--- src/rtl/fpt_pkg.sv ---
package fpt_pkg;
    localparam int NFLAG  = 6;
    localparam int SUM_W  = NFLAG + 1;
    localparam int F_INV  = 0;
    localparam int F_DZE  = 1;
    localparam int F_OVF  = 2;
    localparam int F_UNF  = 3;
    localparam int F_INE  = 4;
    localparam int F_IOV  = 5;
    localparam int S_SWC  = NFLAG;

    typedef logic [NFLAG-1:0] flags_t;
    typedef logic [SUM_W-1:0] sum_t;
endpackage

--- src/rtl/fpt_flag_eval.sv ---
module fpt_flag_eval
    import fpt_pkg::*;
(
    input  flags_t flags,
    input  flags_t ign_mask,
    input  flags_t en_mask,
    input  logic   swc_mode,
    output flags_t set_bits,
    output logic   fire,
    output sum_t   sum
);
    flags_t kept;

    always_comb begin
        kept = flags & ~ign_mask;
        fire = |kept;
        if (swc_mode) begin
            set_bits = kept;
            sum      = {1'b1, kept & en_mask};
        end else begin
            set_bits = flags;
            sum      = {1'b0, kept};
        end
        if (!fire) sum = '0;
    end
endmodule

--- src/rtl/fpt_opnd_screen.sv ---
module fpt_opnd_screen
    import fpt_pkg::*;
#(
    parameter int EXP_W  = 11,
    parameter int FRAC_W = 52,
    localparam int MAG_W = EXP_W + FRAC_W
) (
    input  logic [MAG_W-1:0] mag,
    input  logic             cmp,
    input  logic             swc_mode,
    input  logic             ftz,
    output flags_t           set_bits,
    output logic             fire,
    output sum_t             sum
);
    logic [EXP_W-1:0]  ex;
    logic [FRAC_W-1:0] fr;
    logic denorm, allones, nan;

    always_comb begin
        ex       = mag[FRAC_W +: EXP_W];
        fr       = mag[FRAC_W-1:0];
        denorm   = (ex == '0) && (fr != '0);
        allones  = &ex;
        nan      = allones && (fr != '0);
        set_bits = '0;
        fire     = 1'b0;
        sum      = '0;
        if (swc_mode) begin
            if (denorm && !ftz) begin
                fire       = 1'b1;
                sum[F_INV] = 1'b1;
                sum[S_SWC] = 1'b1;
            end
        end else if (denorm) begin
            fire       = 1'b1;
            sum[F_INV] = 1'b1;
        end else if (cmp ? nan : allones) begin
            fire            = 1'b1;
            sum[F_INV]      = 1'b1;
            set_bits[F_INV] = 1'b1;
        end
    end
endmodule

--- src/rtl/fpt_onehot_dec.sv ---
module fpt_onehot_dec #(
    parameter int IDX_W = 6,
    localparam int N    = 1 << IDX_W
) (
    input  logic [IDX_W-1:0] idx,
    input  logic             en,
    output logic [N-1:0]     onehot
);
    for (genvar g = 0; g < N; g++) begin : g_bit
        assign onehot[g] = en && (idx == IDX_W'(g));
    end
endmodule

--- src/rtl/fp_trap_ctrl.sv ---
module fp_trap_ctrl
    import fpt_pkg::*;
#(
    parameter int RIDX_W = 6,
    parameter int EXP_W  = 11,
    parameter int FRAC_W = 52,
    localparam int NREG  = 1 << RIDX_W,
    localparam int OP_W  = 1 + EXP_W + FRAC_W
) (
    input  logic              clk,
    input  logic              rst_n,
    input  logic              flag_req,
    input  logic [NFLAG-1:0]  flags,
    input  logic [NFLAG-1:0]  ign_mask,
    input  logic [NFLAG-1:0]  en_mask,
    input  logic [RIDX_W-1:0] dst_idx,
    input  logic              swc_mode,
    input  logic              chk_req,
    input  logic              chk_cmp,
    input  logic [OP_W-1:0]   opnd,
    input  logic              ftz,
    input  logic              sticky_we,
    input  logic [NFLAG-1:0]  sticky_wdata,
    output logic [NFLAG-1:0]  sticky_q,
    output logic              trap,
    output logic [SUM_W-1:0]  trap_sum,
    output logic [NREG-1:0]   trap_wmask
);
    typedef struct packed {
        flags_t          sticky;
        logic            trap;
        sum_t            sum;
        logic [NREG-1:0] wmask;
    } state_t;

    state_t st_d, st_q;

    flags_t fl_set, ck_set;
    logic   fl_fire, ck_fire;
    sum_t   fl_sum, ck_sum;
    logic [NREG-1:0] dec_mask;

    fpt_flag_eval i_flag (
        .flags(flags), .ign_mask(ign_mask), .en_mask(en_mask),
        .swc_mode(swc_mode), .set_bits(fl_set), .fire(fl_fire), .sum(fl_sum)
    );

    fpt_opnd_screen #(.EXP_W(EXP_W), .FRAC_W(FRAC_W)) i_scr (
        .mag(opnd[OP_W-2:0]), .cmp(chk_cmp), .swc_mode(swc_mode), .ftz(ftz),
        .set_bits(ck_set), .fire(ck_fire), .sum(ck_sum)
    );

    fpt_onehot_dec #(.IDX_W(RIDX_W)) i_dec (
        .idx(dst_idx), .en(fl_fire), .onehot(dec_mask)
    );

    always_comb begin
        st_d        = st_q;
        st_d.trap   = 1'b0;
        st_d.sum    = '0;
        st_d.wmask  = '0;
        if (chk_req) begin
            st_d.sticky = st_q.sticky | ck_set;
            st_d.trap   = ck_fire;
            st_d.sum    = ck_sum;
        end else if (flag_req) begin
            st_d.sticky = st_q.sticky | fl_set;
            st_d.trap   = fl_fire;
            st_d.sum    = fl_sum;
            st_d.wmask  = dec_mask;
        end
        if (sticky_we) st_d.sticky = sticky_wdata;
    end

    always_ff @(posedge clk) begin
        if (!rst_n) st_q <= '0;
        else        st_q <= st_d;
    end

    assign sticky_q   = st_q.sticky;
    assign trap       = st_q.trap;
    assign trap_sum   = st_q.sum;
    assign trap_wmask = st_q.wmask;


    quiet_outputs_chk: assert property (@(posedge clk) disable iff (!rst_n)
        !trap |-> (trap_sum == '0 && trap_wmask == '0));


    flag_wmask_chk: assert property (@(posedge clk) disable iff (!rst_n)
        ($past(flag_req && !chk_req) && trap) |->
            (trap_wmask == (NREG'(1) << $past(dst_idx))));


    chk_wmask_chk: assert property (@(posedge clk) disable iff (!rst_n)
        $past(chk_req) |-> (trap_wmask == '0));


    trap_cause_chk: assert property (@(posedge clk) disable iff (!rst_n)
        trap |-> $past(flag_req || chk_req));


    sticky_hold_chk: assert property (@(posedge clk) disable iff (!rst_n)
        $past(!flag_req && !chk_req && !sticky_we) |-> $stable(sticky_q));


    sticky_grow_chk: assert property (@(posedge clk) disable iff (!rst_n)
        $past(!sticky_we) |-> ((sticky_q & $past(sticky_q)) == $past(sticky_q)));


    swc_flag_chk: assert property (@(posedge clk) disable iff (!rst_n)
        trap_sum[S_SWC] |-> trap);
endmodule

--- config.mk ---
export PLATFORM = sky130hd
export DESIGN_NAME = fp_trap_ctrl
export DESIGN_NICKNAME = d
export VERILOG_FILES = /design/src/rtl/fpt_pkg.sv /design/src/rtl/fpt_flag_eval.sv /design/src/rtl/fpt_opnd_screen.sv /design/src/rtl/fpt_onehot_dec.sv /design/src/rtl/fp_trap_ctrl.sv
export SDC_FILE = /design/constraint.sdc
export NUM_CORES = 1
export LEC_CHECK = 0
export BUFFER_PORTS_ARGS = -buffer_cell sky130_fd_sc_hd__buf_2
export CELL_PAD_IN_SITES_DETAIL_PLACEMENT = 0
export CELL_PAD_IN_SITES_GLOBAL_PLACEMENT = 1
export CORE_MARGIN = 8
export CORE_UTILIZATION = 28
export DETAILED_ROUTE_END_ITERATION = 16
export HOLD_SLACK_MARGIN = 0.06
export PLACE_DENSITY_LB_ADDON = 0.1
export SLEW_MARGIN = 20
export SYNTH_ARGS = -nofsm -noshare
export SYNTH_HDL_FRONTEND = slang
export SYNTH_SLANG_ARGS = --single-unit
--- constraint.sdc ---
create_clock -name clk -period 2.2 [get_ports clk]
set_clock_uncertainty 0.2 [all_clocks]
set_input_delay 0.44 -clock clk [delete_from_list [all_inputs] [get_ports clk]]
set_output_delay 0.44 -clock clk [all_outputs]
set_load 0.05 [all_outputs]
==> run_results.csv <==
group,metric,value,unit
clocking,numCtsBuffers,9,
placed_design,gp_congestion,0.685,
logic_synthesis,yosys.area_share.simple,0.307,
logic_synthesis,yosys_register_bits,78,
placed_design,hpwlAfterDp,6970,um
layout,layout-drive-gt1-share,0.478,
layout,diodes,0,
logic_synthesis,async_flop_share,0,
layout,finalNetCount,553,
grt,grt.total_usage,0.140,
sta,report.final.setup_viol,0,
logic_synthesis,synth.net_count,362,
grt,grt_max_degree,17,
sta,hold_viol,0,
clocking,clockBufferDepth,2,
layout,utilization,0.422,
power_and_ir_drop,powerDensity,719,mW/mm^2
power_and_ir_drop,power.leakage,0.00179,uW
clocking,hold_buffers,0,
logic_synthesis,synthCells,260,
detailed_routing,drc,0,
floorplan,rows,35,
min_path,holdPathStages,3,
sta,fmax,571,MHz
logic_synthesis,synth_most_common_cell,"dfxtp_1",
sta,setup_tns,0,ps
outcome,status,"finished clean",
logic_synthesis,yosys_warnings,0,
clocking,ctsResizeCount,0,
logic_synthesis,seq_area_frac_synth,0.608,
logic_synthesis,yosysTopAreaCell,"dfxtp_1",
logic_synthesis,ys_top_cells_by_area,"dfxtp_1, nor2_1, nor2_4",
setup_path,crit_arrival,1780,ps
clocking,clk_latency,330,ps
setup_path,rr_worst_depth,2,
sta,grt_setup_unrepaired,"no",
setup_path,crit_type,"input port to register",
setup_path,required,2230,ps
layout,seqCellArea,0.00156,mm^2
setup_path,cp_max_fo,4,
logic_synthesis,synthFlopType,"dfxtp_1",
flow_run,drv_cap,0,
setup_path,crit_path_start_kind,"input port",
clocking,cts_setup_buffers,0,
logic_synthesis,yosys.area.top_type_share,0.608,
detailed_routing,drt_pre_antenna_iters,4,
floorplan,chipWidth,112,um
sta,min_period_over_period,0.796,
layout,fillers,970,
logic_synthesis,syn_area,0.00257,mm^2
min_path,min_path_type,"input port to register",
layout,multi_input_area,951,um^2
clocking,clkTransAtPathRegs,80,ps
grt,first_global_vias,2710,
logic_synthesis,post_synth_mux_area_share,0,
floorplan,ioPinCount,180,
detailed_routing,drt-total-wl,8530,um
logic_synthesis,synth_edf_count,0,
floorplan,start_util,0.284,
clocking,cts.sinks,78,
grt,overflow,0,
detailed_routing,wl_per_cell,15.0,um
placed_design,portBuffers,178,
detailed_routing,first_iter_violations,54,
logic_synthesis,avgSynthCellArea,9.88,um^2
logic_synthesis,synth-xor-area-share,0,
floorplan,die_area,0.0125,mm^2
logic_synthesis,synth_top_family_by_area,"simple AND/OR/NAND/NOR gates",
layout,synthToLayoutAreaGrowth,48.9,%
clocking,cts_tree,"done",
sta,drv_slew,0,
logic_synthesis,synth.distinct_cells,31,
logic_synthesis,synth-compound-area-share,0.0628,
logic_synthesis,synthTopCellsByCount,"dfxtp_1, nor2_1, nand2_1, nor4_1, nor2b_1",
sta,max_slew_margin,0.751,
setup_path,r2r_slack,1070,ps
logic_synthesis,synth_fa_ha_area_frac,0,
floorplan,design.core.area,0.00906,mm^2
setup_path,critPathCaptureType,"register",
floorplan,die_h,112,um
clocking,ctsRootBufferMaster,"clkbuf_8",
power_and_ir_drop,ir_worst_vdd,0.276,mV
detailed_routing,final_antenna_net_count,0,
sta,min_period,1750,ps
grt,grt_pass1_wl,14000,um
clocking,htree_levels,3,
detailed_routing,via_per_inst,4.37,
sta,tightestPinTransition,374,ps
detailed_routing,vias,2478,
grt,antenna_found_initial,0,
[state kept, by name (all words and copies together), names as in the netlist]
register	flops
trap	1
trap_sum	7
trap_wmask	64
sticky_q	6
[cell families after synthesis]
group                  after synthesis
and+or+nand+nor                    148
buffers and inverters               11
DFF                                 78
AOI/OAI and AO/OA                   23
[worst paths after layout]
kind               start     endpoint
max reg2reg  sticky_q[0]  sticky_q[0]
min           en_mask[2]  trap_sum[2]
max              opnd[8]  sticky_q[0]
min reg2reg  sticky_q[4]  sticky_q[4]
[power breakdown]
part           switching (uW)  leakage (uW)  total [uW]  internal [uW]
combinational             149       0.00106         257            109
clock                     508     0.0000997        1060            556
sequential               5.33      0.000630        1430           1420
[worst max-delay path: stages]
cell and delay, ps:
buf_2 100, nor4_1 330, nand4_1 130, nor4_1 300, buf_4 180, a211oi_1 80, o221a_2 220
[placed cells by master, fill, tap and decap left out, types with 6 or more instances in the layout]
cell / count
a31oi_1: 6
buf_2: 178
buf_4: 10
clkbuf_8: 10
dfxtp_1: 78
nand2_1: 17
nand2b_1: 6
nand3_1: 9
nor2_1: 57
nor2_4: 10
nor2b_1: 11
nor3_1: 7
nor4_1: 17
[area by class of cell]
| type | instances | area share |
|---|---|---|
| Clock buffer | 11 | 0.0370 |
| Timing Repair Buffer | 188 | 0.252 |
| Inverter | 3 | 0.00294 |
| Tap cell | 111 | 0.0363 |
| Clock inverter | 5 | 0.0147 |
| Multi-Input combinational cell | 171 | 0.249 |
| Sequential cell | 78 | 0.408 |
[through the flow]
step / total power [uW] / hold slack, ps / instance area [um^2] / cells / setup slack (ps)
after floorplan: 1580 / 378 / 2570 / 260 / 204
after global placement: 1720 / 302 / 3630 / 551 / 112
after detailed placement: 1720 / 313 / 3630 / 551 / 68.3
after CTS: 2790 / 146 / 3830 / 567 / 436
after global routing: 2890 / 165 / 3830 / 567 / 306
final: 2750 / 162 / 3830 / 567 / 448
[routing by layer]
metal | vias up | routed length [um] | track usage
met4 | 0 | 79 | 0.0383
met2 | 90 | 4240 | 0.242
met1 | 1116 | 3380 | 0.145
met5 | - | 0 | 0
met3 | 6 | 836 | 0.0725
li1 | 1266 | - | -
Power figures use the tool's default switching activity.
